## src/rtl/rstseq_pkg.sv

```systemverilog
package rstseq_pkg;

  typedef enum logic [1:0] {
    CAUSE_PWR    = 2'd0,
    CAUSE_PIN    = 2'd1,
    CAUSE_WDOG   = 2'd2,
    CAUSE_CLKMON = 2'd3
  } cause_e;

  localparam int unsigned NUM_CAUSES = 4;

  // lowest-numbered request wins
  function automatic cause_e pick_cause(input logic [NUM_CAUSES-1:0] req);
    cause_e c;
    c = CAUSE_PWR;
    for (int i = NUM_CAUSES - 1; i >= 0; i--) begin
      if (req[i]) c = cause_e'(2'(i));
    end
    return c;
  endfunction

  // vector class: power-up and pin share one
  function automatic logic [1:0] vec_of(input cause_e c);
    logic [1:0] v;
    case (c)
      CAUSE_WDOG:   v = 2'd1;
      CAUSE_CLKMON: v = 2'd2;
      default:      v = 2'd0;
    endcase
    return v;
  endfunction

endpackage

```

## src/rtl/rstseq_pin_filter.sv

```systemverilog
module rstseq_pin_filter #(
  parameter int unsigned SYNC_STAGES = 2,
  parameter int unsigned MIN_LOW     = 6
) (
  input  logic clk_i,
  input  logic clr_n_i,
  input  logic pin_i,
  input  logic blank_i,
  output logic accept_o,
  output logic pin_low_o
);

  localparam int unsigned CW = $clog2(MIN_LOW + 1);
  localparam logic [CW-1:0] LAST = CW'(MIN_LOW - 1);

  logic [SYNC_STAGES-1:0] sync_q;
  logic [CW-1:0]          run_q;
  logic                   pin_low;

  generate
    if (SYNC_STAGES == 1) begin : g_one
      always_ff @(posedge clk_i or negedge clr_n_i) begin
        if (!clr_n_i) sync_q <= '1;
        else          sync_q <= pin_i;
      end
    end else begin : g_chain
      always_ff @(posedge clk_i or negedge clr_n_i) begin
        if (!clr_n_i) sync_q <= '1;
        else          sync_q <= {sync_q[SYNC_STAGES-2:0], pin_i};
      end
    end
  endgenerate

  assign pin_low   = !sync_q[SYNC_STAGES-1];
  assign pin_low_o = pin_low;

  always_ff @(posedge clk_i or negedge clr_n_i) begin
    if (!clr_n_i)                   run_q <= '0;
    else if (blank_i || !pin_low)   run_q <= '0;
    else if (run_q != LAST)         run_q <= run_q + 1'b1;
  end

  assign accept_o = !blank_i && pin_low && (run_q == LAST);

  // a request needs a low run, so the last two samples must both be low
  p_filter_run_r3: assert property (@(posedge clk_i) disable iff (!clr_n_i)
    accept_o |-> (pin_low && $past(pin_low)));

endmodule

```

## src/rtl/rstseq_hold_timer.sv

```systemverilog
module rstseq_hold_timer #(
  parameter int unsigned POR_CYCLES = 4096,
  parameter int unsigned SHORT_HOLD = 16
) (
  input  logic clk_i,
  input  logic clr_n_i,
  input  logic enter_i,
  output logic active_o,
  output logic release_o
);

  localparam int unsigned MAXH = (POR_CYCLES > SHORT_HOLD) ? POR_CYCLES : SHORT_HOLD;
  localparam int unsigned HW   = $clog2(MAXH + 1);
  localparam logic [HW-1:0] POR_LOAD   = HW'(POR_CYCLES - 1);
  localparam logic [HW-1:0] SHORT_LOAD = HW'(SHORT_HOLD - 1);

  logic          active_q;
  logic [HW-1:0] left_q;

  assign release_o = active_q && (left_q == '0);
  assign active_o  = active_q;

  always_ff @(posedge clk_i or negedge clr_n_i) begin
    if (!clr_n_i) begin
      active_q <= 1'b1;
      left_q   <= POR_LOAD;
    end else if (active_q) begin
      if (release_o) active_q <= 1'b0;
      else           left_q   <= left_q - 1'b1;
    end else if (enter_i) begin
      active_q <= 1'b1;
      left_q   <= SHORT_LOAD;
    end
  end

  p_hold_stays_r2: assert property (@(posedge clk_i) disable iff (!clr_n_i)
    (active_q && left_q != '0) |=> active_q);

  p_hold_ends_r4: assert property (@(posedge clk_i) disable iff (!clr_n_i)
    (active_q && left_q == '0) |=> !active_q);

  p_enter_idle_r9: assert property (@(posedge clk_i) disable iff (!clr_n_i)
    enter_i |-> !active_q);

endmodule

```

## src/rtl/rstseq_cause_latch.sv

```systemverilog
module rstseq_cause_latch
  import rstseq_pkg::*;
(
  input  logic                  clk_i,
  input  logic                  clr_n_i,
  input  logic                  enter_i,
  input  logic [NUM_CAUSES-1:0] req_i,
  output cause_e                cause_o,
  output logic [1:0]            vec_o,
  output logic [NUM_CAUSES-1:0] hit_o
);

  cause_e                cause_q;
  logic [NUM_CAUSES-1:0] hit_q;

  always_ff @(posedge clk_i or negedge clr_n_i) begin
    if (!clr_n_i) begin
      cause_q <= CAUSE_PWR;
      hit_q   <= NUM_CAUSES'(1);
    end else if (enter_i) begin
      cause_q <= pick_cause(req_i);
      hit_q   <= req_i;
    end
  end

  assign cause_o = cause_q;
  assign hit_o   = hit_q;
  assign vec_o   = vec_of(cause_q);

  p_cause_stable_r9: assert property (@(posedge clk_i) disable iff (!clr_n_i)
    !enter_i |=> ($stable(cause_q) && $stable(hit_q)));

  p_hit_on_entry_r8: assert property (@(posedge clk_i) disable iff (!clr_n_i)
    enter_i |=> (hit_q != '0));

endmodule

```

## src/rtl/rstseq_top.sv

```systemverilog
module rstseq_top
  import rstseq_pkg::*;
#(
  parameter int unsigned POR_CYCLES  = 4096,
  parameter int unsigned SHORT_HOLD  = 16,
  parameter int unsigned SYNC_STAGES = 2,
  parameter int unsigned MIN_LOW     = 6
) (
  input  logic       clk_i,
  input  logic       pwr_ok_i,
  input  logic       rst_pin_i,
  input  logic       wdog_fail_i,
  input  logic       clkmon_fail_i,
  output logic       sys_rst_o,
  output logic       rst_pin_drive_o,
  output logic [1:0] cause_o,
  output logic [1:0] vec_sel_o,
  output logic [3:0] cause_hit_o
);

  logic                  active;
  logic                  release_evt;
  logic                  pin_accept;
  logic                  pin_low;
  logic                  enter_evt;
  logic [NUM_CAUSES-1:0] req_vec;
  cause_e                cause;

  rstseq_pin_filter #(
    .SYNC_STAGES (SYNC_STAGES),
    .MIN_LOW     (MIN_LOW)
  ) u_filter (
    .clk_i     (clk_i),
    .clr_n_i   (pwr_ok_i),
    .pin_i     (rst_pin_i),
    .blank_i   (active),
    .accept_o  (pin_accept),
    .pin_low_o (pin_low)
  );

  // bit order is the priority order of the cause code
  assign req_vec   = {clkmon_fail_i, wdog_fail_i, pin_accept, 1'b0};
  assign enter_evt = !active && (req_vec != '0);

  rstseq_hold_timer #(
    .POR_CYCLES (POR_CYCLES),
    .SHORT_HOLD (SHORT_HOLD)
  ) u_hold (
    .clk_i     (clk_i),
    .clr_n_i   (pwr_ok_i),
    .enter_i   (enter_evt),
    .active_o  (active),
    .release_o (release_evt)
  );

  rstseq_cause_latch u_cause (
    .clk_i   (clk_i),
    .clr_n_i (pwr_ok_i),
    .enter_i (enter_evt),
    .req_i   (req_vec),
    .cause_o (cause),
    .vec_o   (vec_sel_o),
    .hit_o   (cause_hit_o)
  );

  assign sys_rst_o       = active;
  assign rst_pin_drive_o = active;
  assign cause_o         = cause;

  // after release, the echo of the block's own drive must not re-enter
  p_no_echo_r10: assert property (@(posedge clk_i) disable iff (!pwr_ok_i)
    release_evt |=> !pin_accept);

endmodule

```

## config.mk

```make
export PLATFORM = sky130hd
export DESIGN_NAME = rstseq_top
export DESIGN_NICKNAME = d
export VERILOG_FILES = /design/src/rtl/rstseq_pkg.sv /design/src/rtl/rstseq_pin_filter.sv /design/src/rtl/rstseq_hold_timer.sv /design/src/rtl/rstseq_cause_latch.sv /design/src/rtl/rstseq_top.sv
export SDC_FILE = /design/constraint.sdc
export NUM_CORES = 1
export LEC_CHECK = 0
export ABC_CLOCK_PERIOD_IN_PS = 3300
export BUFFER_PORTS_ARGS = -buffer_cell sky130_fd_sc_hd__buf_2
export CAP_MARGIN = 20
export CORE_ASPECT_RATIO = 0.5
export CORE_MARGIN = 2
export CORE_UTILIZATION = 45
export DETAILED_ROUTE_END_ITERATION = 10
export SETUP_SLACK_MARGIN = 0.2
export SLEW_MARGIN = 25
export SYNTH_ARGS = -nofsm -noshare
export SYNTH_HDL_FRONTEND = slang
export SYNTH_SLANG_ARGS = --single-unit
```

## constraint.sdc

```tcl
create_clock -name clk_i -period 3.3 [get_ports clk_i]
set_input_delay 0.495 -clock clk_i [delete_from_list [all_inputs] [get_ports clk_i]]
set_output_delay 0.495 -clock clk_i [all_outputs]
set_load 0.02 [all_outputs]
```

==> results by group, run 1 <==
CTS
  – Post-cts sizing count: 0
  – Clock Sinks: 25
  – Setup bufs post-CTS: 0
  – H-tree Lvls: 1
  – Clk buf depth: 2
  – TritonCTS clock tree: done
  – Root buffer cell: clkbuf_8
  – Hold-fix buffers, CTS: 0
  – Worst-Skew Late Latency: 270 ps
  – CTS Buf Count: 3
  – Clock slew at reported path FFs: about 90 ps

Route
  – DRT Pass-1 Iters: 4
  – # DRC: 0
  – Antenna Violating Nets Remaining: 0
  – Drt first-iter violations: 53
  – Vias per std cell: around 5.3
  – WL final: ~2200 um
  – WL per Instance: roughly 13 um
  – Via count: around 880

Logic synthesis
  – Combinational family with the most area after synthesis: simple AND/OR/NAND/NOR gates
  – Synth Area in Simple Gates: 0.2016
  – Primary FF master, synth: dfstp_2
  – Multiplexer share of the synthesized area: 0.03226
  – Largest area contributor in the netlist: dfstp_2
  – Cells after Synth: about 110
  – Synthesized area: 1241 um2
  – Compound-Gate Fraction of Synth Area: 0.1613
  – Post-synth top area share: 0.3387
  – Post-synth EDFFs: 0
  – YS warnings: 0
  – Yosys reg bits: 25
  – Seq/Total Area, Yosys: 0.5202
  – Most common cell in the netlist: dfstp_2
  – Post-synthesis adder-cell area fraction: 0.04032
  – Distinct cells, synth: 42
  – Synth area leaders: dfstp_2, dfrtp_1, ha_1
  – Synthesized area per cell: 10.98 um2
  – Net Count, Synth: about 120
  – Post-synthesis xor/xnor area fraction: 0.007056
  – Post-synth ARST share: 1.000
  – Synth cell count leaders: dfstp_2, dfrtp_1, nand2_1

GRT
  – Pin count of the biggest net entering global routing: 26
  – Vias in the first global route: approximately 800
  – GRT Total Usage: 0.1572
  – Initial antenna violation count: 0
  – Gr ovfl total: 0
  – First-pass GRT wire length: 3691 um

Timing
  – Count of final max-slew check failures: 0
  – Least-Margin Pin Slew: approximately 530 ps
  – Period utilisation layout: 0.5951
  – Final Critical Period: between 1500 and 2000 ps
  – Final setup violation count: 0
  – FMAX: between 500 and 600 MHz
  – Relative slew slack: 0.6438
  – Final setup TNS: 0 ps
  – Fin. Hold Viols: 0
  – RSZ-0062 raised after global routing: false
  – Clock skew: roughly 2.3 ps
  – Final worst slack: approximately 1300 ps

Worst setup path
  – CP bufs+invs: 0
  – Crit path cell chain: or4_1 -> nor4_4 -> o311ai_0 -> o41ai_1
  – Worst Setup End Kind: flop
  – Maximum fanout along the worst path: 10
  – Reg-to-reg startpoint: u_hold.left_q[7]
  – Slowest-stage cell, CP: or4_1
  – CP startpoint: u_hold.left_q[7]
  – Crit-path max cell delay: between 600 and 700 ps
  – Worst Path Required: about 3500 ps
  – CP top delay family: simple AND/OR/NAND/NOR gates
  – CP Data Arrival Time: around 2100 ps
  – Crit path kind: flop to flop
  – CP Launch Type: flop

Placed design
  – I/O Buffers: 14
  – DP Worst Slack: 1352 ps
  – GP Congestion: about 0.74
  – Post-DP HPWL: about 1600 um
  – Dpl cell area: 1330 um2

Pwr
  – Peak VDD IR: ~0.22 mV
  – LEAKAGE: between 0.0005 and 0.0006 uW
  – Pwr/cell area: roughly 370 nW/um2

Floorplanning
  – I/O pin count: 15
  – Initial Utilization: 0.4769
  – Width of the die: just under 80 um
  – Row count: 13
  – Die Area: between 3000 and 4000 um2
  – Die Y: a little over 40 um
  – Core area: about 2600 um2

Worst hold path
  – Worst hold path class: primary input to async pin

Cells and area
  – ANT cells: 0
  – Fillers: between 200 and 300
  – Final core occ: 0.5298
  – Layout cells sized above 1: 0.3150
  – NumNets Final: roughly 140
  – Final instance area: about 1400 um2
  – P&R area growth vs syn: 11.09%

Run
  – Max-Cap Viols: 0

Outcome
  – Status: finished clean
-- power by group --
part	internal [uW]	switching, uW	leakage (uW)
clock	85.5	96.6	0.0000217
sequential	310	1.13	0.000280
combinational	2.74	8.55	0.000250
total	398	106	0.000553
-- cell usage in the layout (no fill, tap or decap), types with 2 or more instances in the layout --
cell       n
buf_2     14
o311ai_0   2
nand2b_1   2
o21ai_0    6
nor2_1     7
o41ai_1    4
o211ai_1   2
clkbuf_8   3
inv_1      5
or3_2      2
dfrtp_1    9
mux2i_1    4
ha_1       4
dfstp_2   16
o31ai_1    2
a21oi_1    5
nor3_1     2
or2b_1     3
nand3b_1   2
and2_1     2
nor4_1     4
nand2_1    8
-- kinds of logic (layout without fill, tap and decap cells) --
family	count (synthesis)	count (layout)
mux	4	4
xor+xnor	1	1
simple gates	41	41
fa+ha+maj	4	4
compound gates	29	29
buf+inv	9	23
flops	25	25
-- flip-flops by register name, indices dropped and copies added, names as in the netlist --
signal / flops
u_hold.left_q: 13
u_filter.sync_q: 2
u_hold.active_o: 1
u_cause.hit_o: 4
u_filter.run_q: 3
u_cause.cause_o: 2
-- routing by layer --
| layer | up-vias | part of all wire | global-route usage |
|---|---|---|---|
| met3 | 2 | 0.032 | 0.04626 |
| li1 | 448 | - | - |
| met1 | 417 | 0.54 | 0.2105 |
| met4 | 0 | 0.0060 | 0.03947 |
| met2 | 8 | 0.43 | 0.2586 |
| met5 | - | 0 | 0 |
-- metrics by stage --
step                      total power, uW  hold WS (ps)  instances
after CTS                           514.3         211.5        164
after detailed placement            328.4         349.1        160
after global placement              328.4         345.3        160
after floorplan                     318.3         199.4        113
final                               504.4         200.7        164
after global routing                526.2         227.3        164
-- worst register-to-register path, cell delays in order, from the launching register on --
cell and delay, ps:
dfstp_2 390, or4_1 660, nor4_4 500, o311ai_0 220
o41ai_1 100
-- area by class of cell --
type	count	area, um2	share of cell area
sequential	25	645.6	0.4682
multi-input combinational	79	549.3	0.3984
timing repair buffer	14	70.07	0.05082
tap	37	46.29	0.03358
clock buffer	3	41.29	0.02995
inverter	5	18.77	0.01361
clock inverter	1	7.507	0.005445
-- final timing paths --
kind	depth (start not counted)	end	slack, ps
max reg2reg	4	u_hold.left_q[7]	1340
min in group clk_i	1	u_filter.sync_q[0]	320
max	4	u_hold.left_q[7]	1340
min reg2reg	0	u_filter.sync_q[1]	360
min	1	u_cause.hit_o[3]	200
max in group asynchronous	1	u_hold.left_q[3]	2740
(Power assumes the default switching activity.)
==> run 2: changes to the inputs <==
- ABC_CLOCK_PERIOD_IN_PS: 3300 -> 1700
- PLACE_DENSITY: not set -> 0.67
- clock period: 3.3 -> 1.7 ns (I/O delays scaled with it)
==> run 2 against run 1 <==
The flow now finishes with violations (negative setup slack). Global-route usage up 3.9 points. Cell area up 27%. Sequential cell count unchanged. Count of clock-buffer cells in the layout did not move. Register-to-register slack lost 1400 ps. Non-clock buffer count increased by 23. Via count increased by 17%. Clock skew is 3.5 ps higher. Worst hold slack got worse by 130 ps. Sequential power up 94%. Maximum frequency up 13%. Critical path type unchanged. Largest cell class is now multi-input gates. Largest power group unchanged. Highest routed layer unchanged.
==> results by group, run 2 (synthesized netlist as in run 1, its figures left out) <==
GRT
  – GRT Max-Usage Layer: met2 (unchanged)
  – First-pass GRT wire length: 4519 um (was 3691 um)
  – GRT met1 Usage: 0.2374 (was 0.2105)
  – Vias in the first global route: 951 (was 793)
  – Met2 GRT Util: 0.3556 (was 0.2586)
  – GRT Total Usage: 0.1961 (was 0.1572)
  – Gr ovfl total: 0 (unchanged)
  – Pin count of the biggest net entering global routing: 26 (unchanged)
  – Initial antenna violation count: 0 (unchanged)
  – Met3 Use GR: 0.05507 (was 0.04626)

Timing
  – Count of final max-slew check failures: 0 (unchanged)
  – Final Critical Period: 1738 ps (was 1964 ps)
  – Relative slew slack: 0.6373 (was 0.6438)
  – FMAX: 575.2 MHz (was 509.2 MHz)
  – RSZ-0062 raised after global routing: true (was false)
  – Least-Margin Pin Slew: 544.0 ps (was 534.3 ps)
  – Final setup violation count: 2 (was 0)
  – Final setup TNS: -47.54 ps (was 0 ps)
  – Clock skew: 5.825 ps (was 2.307 ps)
  – Final worst slack: -38.42 ps (was 1336 ps)
  – Period utilisation layout: 1.023 (was 0.5951)
  – Fin. Hold Viols: 0 (unchanged)

CTS
  – Worst-Skew Late Latency: 270 ps (about the same)
  – Clock Sinks: 25 (unchanged)
  – Clock slew at reported path FFs: 90 ps (about the same)
  – CTS Buf Count: 3 (unchanged)
  – TritonCTS clock tree: done (unchanged)
  – Root buffer cell: clkbuf_8 (unchanged)
  – H-tree Lvls: 1 (unchanged)
  – Clk buf depth: 2 (unchanged)

Pwr
  – LEAKAGE: 0.0006985 uW (was 0.0005526 uW)
  – Cell internal pwr: 774.8 uW (was 398.2 uW)
  – Pwr/cell area: 564.1 nW/um2 (was 365.8 nW/um2)
  – Peak VDD IR: 0.3219 mV (was 0.2164 mV)
  – Sw Ratio: 0.2164 (was 0.2106)
  – Comb pwr share: 0.025 (was 0.022)
  – Sequential share of power: 0.611 (was 0.617)
  – Psw: 214.0 uW (was 106.2 uW)
  – Clock Power Share: 0.365 (was 0.361)

Outcome
  – Failing checks: negative setup slack
  – Status: finished with violations (was finished clean)

Route
  – WL final: 3047 um (was 2175 um)
  – WL per Instance: 16.29 um (was 13.26 um)
  – # DRC: 0 (unchanged)
  – Antenna Violating Nets Remaining: 0 (unchanged)
  – Via count: 1,025 (was 875)
  – Drt first-iter violations: 55 (was 53)
  – DRT Pass-1 Iters: 4 (unchanged)
  – Vias per std cell: 5.481 (was 5.335)

Run
  – Max-Cap Viols: 0 (unchanged)

Floorplanning
  – Core area: 2603 um2 (unchanged)
  – Initial Utilization: 0.4769 (unchanged)
  – Row count: 13 (unchanged)
  – I/O pin count: 15 (unchanged)
  – Width of the die: 78.27 um (unchanged)
  – Die Y: 41.14 um (unchanged)
  – Die Area: 3220 um2 (unchanged)

Worst setup path
  – Crit path kind: flop to flop (unchanged)
  – Worst Setup End Kind: flop (unchanged)
  – CP Data Arrival Time: 1950 ps (was 2130 ps)
  – CP Launch Type: flop (unchanged)
  – Worst Path Required: 1920 ps (was 3470 ps)
  – Maximum fanout along the worst path: 5 (was 10)

Cells and area
  – Layout cells sized above 1: 0.5467 (was 0.3150)
  – ANT cells: 0 (unchanged)
  – Number of flip-flops in the largest register: 13 (unchanged)
  – Most common cell after layout, fill and taps aside: buf_4 (was dfstp_2)
  – Commonest non-fill, non-tap cells in the layout: buf_4, dfstp_2, buf_2 (was dfstp_2, buf_2, dfrtp_1)
  – Top reg by flops: u_hold.left_q (unchanged)
  – Final instance area: 1753 um2 (was 1379 um2)
  – Non-Filler Instances: 187 (was 164)
  – P&R area growth vs syn: 41.23% (was 11.09%)
  – NumNets Final: 160 (was 137)

Worst hold path
  – Worst hold path class: primary input to flop (was primary input to async pin)

Placed design
  – Post-DP HPWL: 1747 um (was 1558 um)
  – Placed insts: 175 (was 160)
  – I/O Buffers: 14 (unchanged)
  – GP Congestion: 0.7534 (was 0.7405)
  – Dpl cell area: 1458 um2 (was 1330 um2)
-- run 2: area by class of cell --
class / count / area (um2)
sequential: 25 / 645.6
fill: 195 / 849.6
inverter: 5 / 18.77
multi-input combinational: 79 / 738.2
clock buffer: 3 / 41.29
clock inverter: 1 / 7.507
timing repair buffer: 37 / 255.2
tap: 37 / 46.29
-- run 2: what timing repair did --
item	4_1_cts	5_1_grt
pin swaps	8	3
hold endpoints to repair	9	0
hold buffers	1	0
setup buffers	6	1
endpoints found under the setup margin	14	17
resized for setup	25	9
-- run 2: through the flow --
| stage | hold slack, ps | total power, uW | setup WS [ps] | util |
|---|---|---|---|---|
| after floorplan | -40.59 | 618.0 | 27.33 | - |
| after global placement | 277.3 | 637.2 | -52.83 | 0.5601 |
| after detailed placement | 280.6 | 637.4 | -90.59 | 0.5601 |
| after CTS | 58.11 | 1006 | 1.885 | 0.6490 |
| after global routing | 63.09 | 1026 | -93.31 | 0.6736 |
| final | 69.29 | 988.8 | -38.42 | 0.6736 |
-- run 2: path summary, 6_finish.rpt --
kind	cells after the start	start	endpoint	slack [ps]
worst max-delay path	5	u_hold.left_q[7]	u_hold.left_q[6]	-40
worst min-delay path	1	rst_pin_i	u_filter.sync_q[0]	70
worst max register to register	5	u_hold.left_q[7]	u_hold.left_q[6]	-40
worst min register to register	0	u_filter.sync_q[0]	u_filter.sync_q[1]	360
max in group asynchronous	2	pwr_ok_i	u_cause.hit_o[0]	830
min in group asynchronous	2	pwr_ok_i	u_hold.left_q[12]	490
-- run 2: metal layers --
metal | share of wire | vias up
li1 | - | 493
met1 | 0.46 | 506
met2 | 0.49 | 22
met3 | 0.034 | 4
met4 | 0.015 | 0
met5 | 0 | -
-- run 2: critical path, stage by stage (launching register included) --
cell and delay (ps):
dfstp_2 390, or4_4 580, nor4_4 190, buf_4 230
o21ai_0 150, a21oi_2 140
-- run 2: power groups by stage --
stage                     logic, uW  registers (uW)  clock network (uW)
after floorplan                2.93             615                   0
after global placement         23.6             614                   0
after detailed placement       23.8             614                   0
after CTS                      25.2             604                 377
after global routing           28.5             604                 394
final                          24.4             604                 361
